File: config.mk
export PLATFORM = sky130hd
export DESIGN_NAME = i2c_host
export DESIGN_NICKNAME = d
export VERILOG_FILES = /design/src/rtl/i2c_host_pkg.sv /design/src/rtl/i2c_host_tick.sv /design/src/rtl/i2c_host_shift.sv /design/src/rtl/i2c_host.sv
export SDC_FILE = /design/constraint.sdc
export NUM_CORES = 1
export LEC_CHECK = 0
export BUFFER_PORTS_ARGS = -buffer_cell sky130_fd_sc_hd__buf_2
export CAP_MARGIN = 15
export CORE_MARGIN = 10
export CORE_UTILIZATION = 35
export CTS_CLUSTER_SIZE = 30
export DETAILED_ROUTE_END_ITERATION = 8
export GPL_TIMING_DRIVEN = 0
export PLACE_DENSITY = 0.54
export SYNTH_ARGS = -nofsm -noshare
export SYNTH_HDL_FRONTEND = slang
export SYNTH_SLANG_ARGS = --single-unit
File: constraint.sdc
create_clock -name clk -period 2.8 [get_ports clk]
set_input_delay 0.56 -clock clk [delete_from_list [all_inputs] [get_ports clk]]
set_output_delay 0.56 -clock clk [all_outputs]
set_load 0.02 [all_outputs]
File: src/rtl/i2c_host_pkg.sv
package i2c_host_pkg;

  typedef enum logic [1:0] {
    ST_IDLE,
    ST_START,
    ST_XFER,
    ST_STOP
  } bus_state_t;

  // clocks per quarter bit, rounded up so the bus never exceeds bus_hz
  function automatic int unsigned qtr_cycles(input int unsigned clk_hz,
                                             input int unsigned bus_hz);
    int unsigned q;
    q = (clk_hz + 4 * bus_hz - 1) / (4 * bus_hz);
    return (q == 0) ? 1 : q;
  endfunction

  // level the master wants on SDA for the current bit (1 = released)
  function automatic logic bus_level(input logic ack_slot, input logic talk,
                                     input logic msb, input logic last);
    if (!ack_slot) return talk ? msb : 1'b1;
    return talk ? 1'b1 : last;
  endfunction

endpackage

File: src/rtl/i2c_host_tick.sv
module i2c_host_tick #(
  parameter int unsigned QTR = 4
) (
  input  logic       clk,
  input  logic       rst_n,
  input  logic       run,
  output logic       tick,
  output logic [1:0] qtr
);
  localparam int CW = (QTR > 1) ? $clog2(QTR) : 1;

  logic [CW-1:0] cnt;

  assign tick = run && (cnt == CW'(QTR - 1));

  always_ff @(posedge clk or negedge rst_n) begin
    if (!rst_n) begin
      cnt <= '0;
      qtr <= 2'd0;
    end else if (!run) begin
      cnt <= '0;
      qtr <= 2'd0;
    end else if (tick) begin
      cnt <= '0;
      qtr <= qtr + 2'd1;
    end else begin
      cnt <= cnt + CW'(1);
    end
  end


  cnt_bound_chk: assert property (@(posedge clk) disable iff (!rst_n)
    32'(cnt) < QTR);


  qtr_idle_chk: assert property (@(posedge clk) disable iff (!rst_n)
    !run |=> (qtr == 2'd0) || run);

endmodule

File: src/rtl/i2c_host_shift.sv
module i2c_host_shift #(
  parameter int W = 8
) (
  input  logic         clk,
  input  logic         rst_n,
  input  logic         load,
  input  logic [W-1:0] ld_val,
  input  logic         shift,
  input  logic         sin,
  output logic [W-1:0] q
);
  always_ff @(posedge clk or negedge rst_n) begin
    if (!rst_n)     q <= '0;
    else if (load)  q <= ld_val;
    else if (shift) q <= {q[W-2:0], sin};
  end


  ld_sh_excl_chk: assert property (@(posedge clk) disable iff (!rst_n)
    !(load && shift));

endmodule

File: src/rtl/i2c_host.sv
module i2c_host
  import i2c_host_pkg::*;
#(
  parameter int unsigned CLK_HZ = 50_000_000,
  parameter int unsigned BUS_HZ = 100_000,
  parameter int unsigned CNT_W  = 8
) (
  input  logic             clk,
  input  logic             rst_n,
  input  logic             start,
  input  logic [6:0]       addr,
  input  logic             rd,
  input  logic [CNT_W-1:0] nbytes,
  input  logic [7:0]       wdata,
  output logic             wdata_take,
  output logic [7:0]       rdata,
  output logic             rdata_valid,
  output logic             busy,
  output logic             done,
  output logic             nack_err,
  output logic             scl_oe,
  output logic             sda_oe,
  input  logic             scl_in,
  input  logic             sda_in
);
  localparam int unsigned QTR   = qtr_cycles(CLK_HZ, BUS_HZ);
  localparam int          BIT_W = 4;
  localparam logic [BIT_W-1:0] ACK_IDX = BIT_W'(8);
  localparam logic [BIT_W-1:0] LSB_IDX = BIT_W'(7);

  bus_state_t       state_q;
  logic [BIT_W-1:0] bidx;
  logic [CNT_W-1:0] rem;
  logic             dir_rd, is_addr, nack_pend, sda_drv;
  logic [7:0]       sh_q;

  // named internal events
  logic       tick;
  logic [1:0] qtr;
  logic       accept, in_xfer, smp_evt, bit_end, byte_end;
  logic       ack_slot, talk, last_rd, fin, take_now, want_level;

  assign busy     = (state_q != ST_IDLE);
  assign accept   = (state_q == ST_IDLE) && start;
  assign in_xfer  = (state_q == ST_XFER);
  assign smp_evt  = in_xfer && tick && (qtr == 2'd2) && scl_in;
  assign bit_end  = in_xfer && tick && (qtr == 2'd3);
  assign ack_slot = (bidx == ACK_IDX);
  assign byte_end = bit_end && ack_slot;
  assign talk     = is_addr || !dir_rd;
  assign last_rd  = (rem == CNT_W'(1));
  assign fin      = is_addr ? (rem == '0) : last_rd;
  assign take_now = byte_end && !nack_pend && !fin && !dir_rd;
  assign want_level = bus_level(ack_slot, talk, sh_q[7], last_rd);

  assign scl_oe = ((state_q == ST_XFER) || (state_q == ST_STOP)) && !qtr[1];
  assign sda_oe = sda_drv;

  i2c_host_tick #(.QTR(QTR)) u_tick (
    .clk  (clk),
    .rst_n(rst_n),
    .run  (busy),
    .tick (tick),
    .qtr  (qtr)
  );

  i2c_host_shift #(.W(8)) u_shift (
    .clk   (clk),
    .rst_n (rst_n),
    .load  (accept || take_now),
    .ld_val(accept ? {addr, rd} : wdata),
    .shift (smp_evt && !ack_slot),
    .sin   (sda_in),
    .q     (sh_q)
  );

  always_ff @(posedge clk or negedge rst_n) begin
    if (!rst_n) begin
      state_q     <= ST_IDLE;
      bidx        <= '0;
      rem         <= '0;
      dir_rd      <= 1'b0;
      is_addr     <= 1'b0;
      nack_pend   <= 1'b0;
      nack_err    <= 1'b0;
      sda_drv     <= 1'b0;
      done        <= 1'b0;
      wdata_take  <= 1'b0;
      rdata       <= '0;
      rdata_valid <= 1'b0;
    end else begin
      done        <= 1'b0;
      wdata_take  <= 1'b0;
      rdata_valid <= 1'b0;
      unique case (state_q)
        ST_IDLE: begin
          if (start) begin
            state_q   <= ST_START;
            dir_rd    <= rd;
            rem       <= nbytes;
            is_addr   <= 1'b1;
            bidx      <= '0;
            nack_pend <= 1'b0;
            nack_err  <= 1'b0;
          end
        end
        ST_START: begin
          if (tick) begin
            if (qtr == 2'd1) sda_drv <= 1'b1;      // SDA falls, SCL high
            if (qtr == 2'd3) state_q <= ST_XFER;
          end
        end
        ST_XFER: begin
          if (tick && qtr == 2'd0) sda_drv <= !want_level;
          if (smp_evt) begin
            if (bidx == LSB_IDX && !is_addr && dir_rd) begin
              rdata       <= {sh_q[6:0], sda_in};
              rdata_valid <= 1'b1;
            end
            if (ack_slot && talk && sda_in) begin
              nack_pend <= 1'b1;
              nack_err  <= 1'b1;
            end
          end
          if (bit_end) begin
            if (!ack_slot) begin
              bidx <= bidx + BIT_W'(1);
            end else begin
              bidx    <= '0;
              is_addr <= 1'b0;
              if (!is_addr) rem <= rem - CNT_W'(1);
              if (nack_pend || fin) state_q <= ST_STOP;
              wdata_take <= take_now;
            end
          end
        end
        ST_STOP: begin
          if (tick) begin
            if (qtr == 2'd0) sda_drv <= 1'b1;
            if (qtr == 2'd2) sda_drv <= 1'b0;      // SDA rises, SCL high
            if (qtr == 2'd3) begin
              state_q   <= ST_IDLE;
              done      <= 1'b1;
              nack_pend <= 1'b0;
            end
          end
        end
        default: state_q <= ST_IDLE;
      endcase
    end
  end


  sda_quiet_chk: assert property (@(posedge clk) disable iff (!rst_n)
    (!scl_oe && !$past(scl_oe) && (sda_oe != $past(sda_oe)))
      |-> (state_q == ST_START || state_q == ST_STOP));


  done_idle_chk: assert property (@(posedge clk) disable iff (!rst_n)
    done |-> (state_q == ST_IDLE && !sda_oe && !scl_oe));


  nack_stop_chk: assert property (@(posedge clk) disable iff (!rst_n)
    (byte_end && nack_pend) |=> (state_q == ST_STOP));


  idle_hold_chk: assert property (@(posedge clk) disable iff (!rst_n)
    (state_q == ST_IDLE && !start) |=> (state_q == ST_IDLE));


  take_dir_chk: assert property (@(posedge clk) disable iff (!rst_n)
    wdata_take |-> !dir_rd);


  rdv_dir_chk: assert property (@(posedge clk) disable iff (!rst_n)
    rdata_valid |-> dir_rd);


  pulse_excl_chk: assert property (@(posedge clk) disable iff (!rst_n)
    $onehot0({wdata_take, rdata_valid, done}));

endmodule

======== After elaboration in Yosys (flattened, before gate mapping) ========
Index checks and enable logic that the tools add are counted.
word-level totals
  register bits after elaboration ......... 47
  bits of input ports ..................... 29
  output and inout bits ................... 15
  logic and storage cells ................. 145
operators by class
  $add $sub $neg .......................... 4
  eq/ne operators ......................... 25
  mux-type cells .......................... 56
  reductions and logical operators ........ 45
operators with widths
  cell                                                                number
  8-bit two-way mux                                                   7
  1-bit two-way mux                                                   27
  2-bit two-way mux                                                   10
  1-bit logical AND                                                   17
  8-bit one-hot mux with 2 select lines                               1
  7-bit two-way mux                                                   2
  2-bit by 1-bit != test with 1-bit output, second input constant     7
  2-bit != test, second input constant                                7
  4-bit two-way mux                                                   3
  6-bit AND reduction                                                 2
  2-bit == test, second input constant                                4
  8-bit by 1-bit == test with 1-bit output, second input constant     1
  8-bit zero test                                                     1
  2-bit one-hot mux with 4 select lines                               1
  4-bit one-hot mux with 2 select lines                               1
  4-bit AND reduction                                                 2
  8-bit AND reduction                                                 1
  8-bit by 1-bit subtractor with 8-bit output, second input constant  1
  7-bit by 1-bit adder with 7-bit output, second input constant       1
  7-bit == test, second input constant                                1
  1-bit zero test                                                     7
  1-bit one-hot mux with 3 select lines                               2
  3-bit AND reduction                                                 2
  2-bit nonzero test                                                  3
  other kinds (12)                                                    19

======== Longest topological paths before layout ========
  word-level depth ........................ 11
  gate-level depth with buffers ........... 9
  mapped depth without buffers ............ 7

======== Hierarchy ========
A second synthesis with hierarchy kept.
unflattened totals
  cell total of the unflattened synthesis .. 278
  area total of the unflattened synthesis .. 2783.9 µm²
modules (own cells, without submodules)
  module          times used  cells an instance  area each (µm²)  sequential area each (µm²)
  i2c_host        1           199                1963.1           750.7
  i2c_host_tick   1           45                 447.9            225.2
  i2c_host_shift  1           34                 372.9            200.2

======== Worst setup path before layout ========
No wires, ideal clock.
  kind .................................... register -> register
  start ................................... register state_q[0]
  end ..................................... register rem[5]
  library setup time ...................... 124 ps
  data arrival time ....................... 1978 ps
  required time ........................... 2676 ps
  setup slack ............................. 698 ps
  cell stages (with the launch flop) ...... 9
  clock period less this slack ............ 2102 ps
  cell sequence ........................... dfrtp_1 -> inv_1 -> ha_1 -> clkbuf_1 -> nand3b_1 -> or4_4 -> nor3_2 -> o22ai_1 -> a211o_1
between the ends
  cells in the longest elaborated chain, start to end .. 6
  elaborated cells on any way between the ends .. 13
  those cells by class .................... 5 x eq/ne; 1 x mux; 7 x reduce/logical
RTL lines
  what                                                RTL line             source
  from (decl)                                         i2c_host.sv:31       bus_state_t state_q;
  from (signal assigned)                              i2c_host.sv:79       state_q <= ST_IDLE;
  from (signal assigned)                              i2c_host.sv:98       state_q <= ST_START;
  from (signal assigned)                              i2c_host.sv:110      if (qtr == 2'd3) state_q <= ST_XFER;
  2-bit nonzero test                                  i2c_host.sv:43       assign busy = (state_q != ST_IDLE);
  1-bit logical AND                                   i2c_host_tick.sv:14  assign tick = run && (cnt == CW'(QTR - 1));
  1-bit logical AND (2 in series)                     i2c_host.sv:47       assign bit_end = in_xfer && tick && (qtr == 2'd3);
  2-bit by 1-bit != test with 1-bit output (no line)  --
  5-bit AND reduction (no line)                       --
  to (signal assigned)                                i2c_host.sv:100      rem <= nbytes;
  to (signal assigned)                                i2c_host.sv:131      if (!is_addr) rem <= rem - CNT_W'(1);
  to (decl)                                           i2c_host.sv:33       logic [CNT_W-1:0] rem;
Several ways; a longest one is shown, not always the timed one.
A chain may end at the register's enable or synchronous reset.

======== Final worst setup path ========
  start ................................... register state_q[0]
  end ..................................... register u_shift.q[7]
between the ends
  cells in the longest elaborated chain, start to end .. 10
  elaborated cells on any way between the ends .. 18
  those cells by class .................... 1 x eq/ne; 2 x mux; 15 x reduce/logical
RTL lines
  what                                                     RTL line                        source
  2-bit nonzero test                                       i2c_host.sv:43
  1-bit logical AND                                        i2c_host_tick.sv:14
  1-bit logical AND                                        i2c_host.sv:46, i2c_host.sv:47
  1-bit logical AND                                        i2c_host.sv:47
  1-bit logical AND                                        i2c_host.sv:49                  assign byte_end = bit_end && ack_slot;
  1-bit logical AND (3 in series)                          i2c_host.sv:53                  assign take_now = byte_end && !nack_pend && !fin && !dir_rd;
  1-bit logical OR                                         i2c_host.sv:70                  .load (accept || take_now),
  8-bit two-way mux or 2-bit nonzero test (tied branches)  --
  to (signal assigned)                                     i2c_host_shift.sv:14            else if (load) q <= ld_val;
  to (signal assigned)                                     i2c_host_shift.sv:15            else if (shift) q <= {q[W-2:0], sin};
  to (decl)                                                i2c_host_shift.sv:10            output logic [W-1:0] q
Several ways; a longest one is shown, not always the timed one.

==> flow_metrics.env <==
export IMPL_area_delta_synth_final_pct=17.3
export IMPL_fp_dieH_um=109
export IMPL_slew_violations=0
export IMPL_yosysSeqAreaShare_pct=42.3
export IMPL_dp_hpwl_um=5170
export IMPL_die_area_um2=11900
export IMPL_grt_start_max_net_pins=48
export IMPL_cts_root_buffer="clkbuf_8"
export IMPL_critPathArrivalTime_ns=2.78
export IMPL_maxCapViolCount=0
export IMPL_power_density_nw_per_um2=778
export IMPL_dieWidth_um=109
export IMPL_synth_flop_cell="dfrtp_1"
export IMPL_cts_buffer_depth=2
export IMPL_outcome="finished, final reports clean"
export IMPL_num_antenna_cells=0
export IMPL_num_rows=32
export IMPL_start_kind="register"
export IMPL_wl_per_cell_um=15.6
export IMPL_seqCellArea_um2=1180
export IMPL_antenna_found_initial=0
export IMPL_worstMarginPinSlew_ns=0.512
export IMPL_syn_num_nets=330
export IMPL_setup_tns_ns=0
export IMPL_overflow=0
export IMPL_tritoncts="done"
export IMPL_p_leak_uw=0.00157
export IMPL_final_hold_viol_count=0
export IMPL_timing_final_crit_share_pct=90.7
export IMPL_avgViaCountPerCell=5.07
export IMPL_avgSynthCellArea_um2=9.71
export IMPL_h_tree_depth=2
export IMPL_placed_area_um2=3120
export IMPL_dp_cells=431
export IMPL_vias=2227
export IMPL_crit_slowest_cell="nor4_4"
export IMPL_grt_use_total_pct=11.9
export IMPL_ir_drop_uv=364
export IMPL_worst_path_max_fanout=10
export IMPL_synthCells=286
export IMPL_p_total_uw=2530
export IMPL_core_area_um2=7730
export IMPL_synth_edf_count=0
export IMPL_drive_gt1_share_pct=22.8
export IMPL_layout_commonest_cell="dfrtp_1"
export IMPL_required_ns=3.04
export IMPL_max_slew_margin_rel_pct=65.0
export IMPL_wirelength_um=6860
export IMPL_io_buffers=43
export IMPL_async_flop_share_pct=100
export IMPL_multi_input_area_um2=1500
export IMPL_start_util_pct=35.9
export IMPL_gp_congestion=0.798
export IMPL_finalNetCount=381
export IMPL_ios=44
export IMPL_path_cells="inv_1 > ha_1 > clkbuf_1 > nand4b_1 > nor4_4 > clkbuf_1 > or2_2 > mux2i_1 > a21oi_1"
export IMPL_hp_class="input port to asynchronous set/reset pin"
export IMPL_drc_errors=0
export IMPL_cts_sinks=47
export IMPL_synth_area_um2=2780
export IMPL_path_clk_slew_ns=0.09
export IMPL_ys_ff_latch=47
export IMPL_fin_crit_ns=2.54
export IMPL_path_class="register to register"
export IMPL_fmax_ghz=0.394
export IMPL_rrSetupSlack_ns=0.26
export IMPL_fillers=764
export IMPL_grt_first_pass_wirelength_um=11300
export IMPL_slowest_delay_ns=0.41
export IMPL_fin_cells=439
export IMPL_setup_viol=0
export IMPL_first_iter_violations=121
export IMPL_numCtsBuffers=5
export IMPL_clock_skew_ns=0.00515
export IMPL_clock_latency_ns=0.30
export IMPL_grt_pass1_vias=2233
export IMPL_firstDrtPassIters=4
export IMPL_ys_warn_count=0
export IMPL_finalInstanceArea_um2=3260
export IMPL_end_kind="register"
export IMPL_synth_distinct_cells=52
export IMPL_rsz0062_at_grt="no"
export IMPL_cpMostUsedCell="clkbuf_1"
export IMPL_detail_route_antenna_nets=0
export IMPL_layout_common_cells="dfrtp_1, buf_2, nor2_1"
-- worst paths after layout --
check	start	endpoint	cells after the start
worst min register to register	nack_err	nack_err	2
min in group clk	addr[5]	u_shift.q[6]	3
worst max-delay path	state_q[0]	u_shift.q[7]	9
max in group asynchronous	rst_n	is_addr	2
worst max register to register	state_q[0]	u_shift.q[7]	9
worst min-delay path	rst_n	state_q[0]	1
-- cell type report --
type                            instances  share of cell area (%)
Timing Repair Buffer                   44                    7.22
Multi-Input combinational cell        210                    45.9
Inverter                               20                    2.30
Sequential cell                        47                    36.1
Clock buffer                            5                    2.11
Tap cell                              102                    3.92
Buffer                                  9                    1.27
Clock inverter                          2                    1.15
-- layer usage --
layer,wire (um),track usage (%)
met5,0,0
met4,97,3.77
met3,286,2.77
met2,3240,18.6
met1,3240,15.8
-- report_power, final --
group	switching [uW]	internal [uW]
Clock	240	261
Sequential	190	857
Combinational	582	404
Total	1010	1520
-- critical path: cells and delay by family (launching register included) --
family	cells	cell delay (ns)
compound gates	1	0.14
fa+ha+maj	1	0.20
buf+inv	3	0.72
flops	1	0.40
mux	1	0.06
simple gates	3	0.97
-- cells by family after synthesis --
group	count (synthesis)	share of synthesized area, %
flip-flops	47	42.3
adder cells (fa/ha/maj)	15	6.76
AO/OA/AOI/OAI	49	11.5
AND/OR/NAND/NOR	117	23.4
XOR/XNOR	7	2.21
buffers and inverters	29	4.19
multiplexers	22	9.59
-- per-stage QoR --
step	setup WS (ns)	hold WS (ns)	util (%)
final	0.259	0.165	42.2
after global routing	0.0352	0.185	42.2
after CTS	0.126	0.451	41.8
after detailed placement	0.163	0.482	40.4
after global placement	0.165	0.474	40.4
after floorplan	0.698	0.264	-
-- sequential cells by signal (all words and copies together) (netlist names) --
register,flops
bidx,4
dir_rd,1
done,1
is_addr,1
nack_err,1
nack_pend,1
rdata,8
rdata_valid,1
rem,8
sda_oe,1
state_q,2
u_shift.q,8
u_tick.cnt,7
u_tick.qtr,2
wdata_take,1
-- synthesized netlist by cell type (2+ instances only) --
master	count	area, um^2
inv_1	20	75.1
xor2_1	5	43.8
nand3b_1	2	15.0
dfrtp_1	47	1180
nor3_1	8	40.0
o21ai_1	6	30.0
a21oi_1	10	50.1
clkbuf_1	8	30.0
nor2b_1	8	50.1
or3_1	2	12.5
and3_1	4	25.0
and2_1	2	12.5
nor3_2	2	20.0
a22o_1	2	17.5
nand2b_1	2	12.5
o31ai_1	2	15.0
a22oi_1	6	45.0
nand4b_1	2	17.5
ha_1	15	188
xnor2_1	2	17.5
or4_1	2	15.0
o22ai_1	6	37.5
mux2_4	8	120
a21o_1	2	15.0
nand4_1	4	25.0
mux2_2	5	56.3
nor4_1	2	12.5
o21ai_0	6	30.0
mux2i_1	9	90.1
nor2_1	29	109
or4_4	2	22.5
nand2_1	27	101
nand3_1	10	50.1
-- timing repair --
action / 4_1_cts / 5_1_grt
buffers inserted: 0 / 0
setup endpoints to repair: 0 / 12
hold buffers: 0 / 0
resized for setup: 0 / 2
Note: power is estimated with default switching activity, not from simulation.
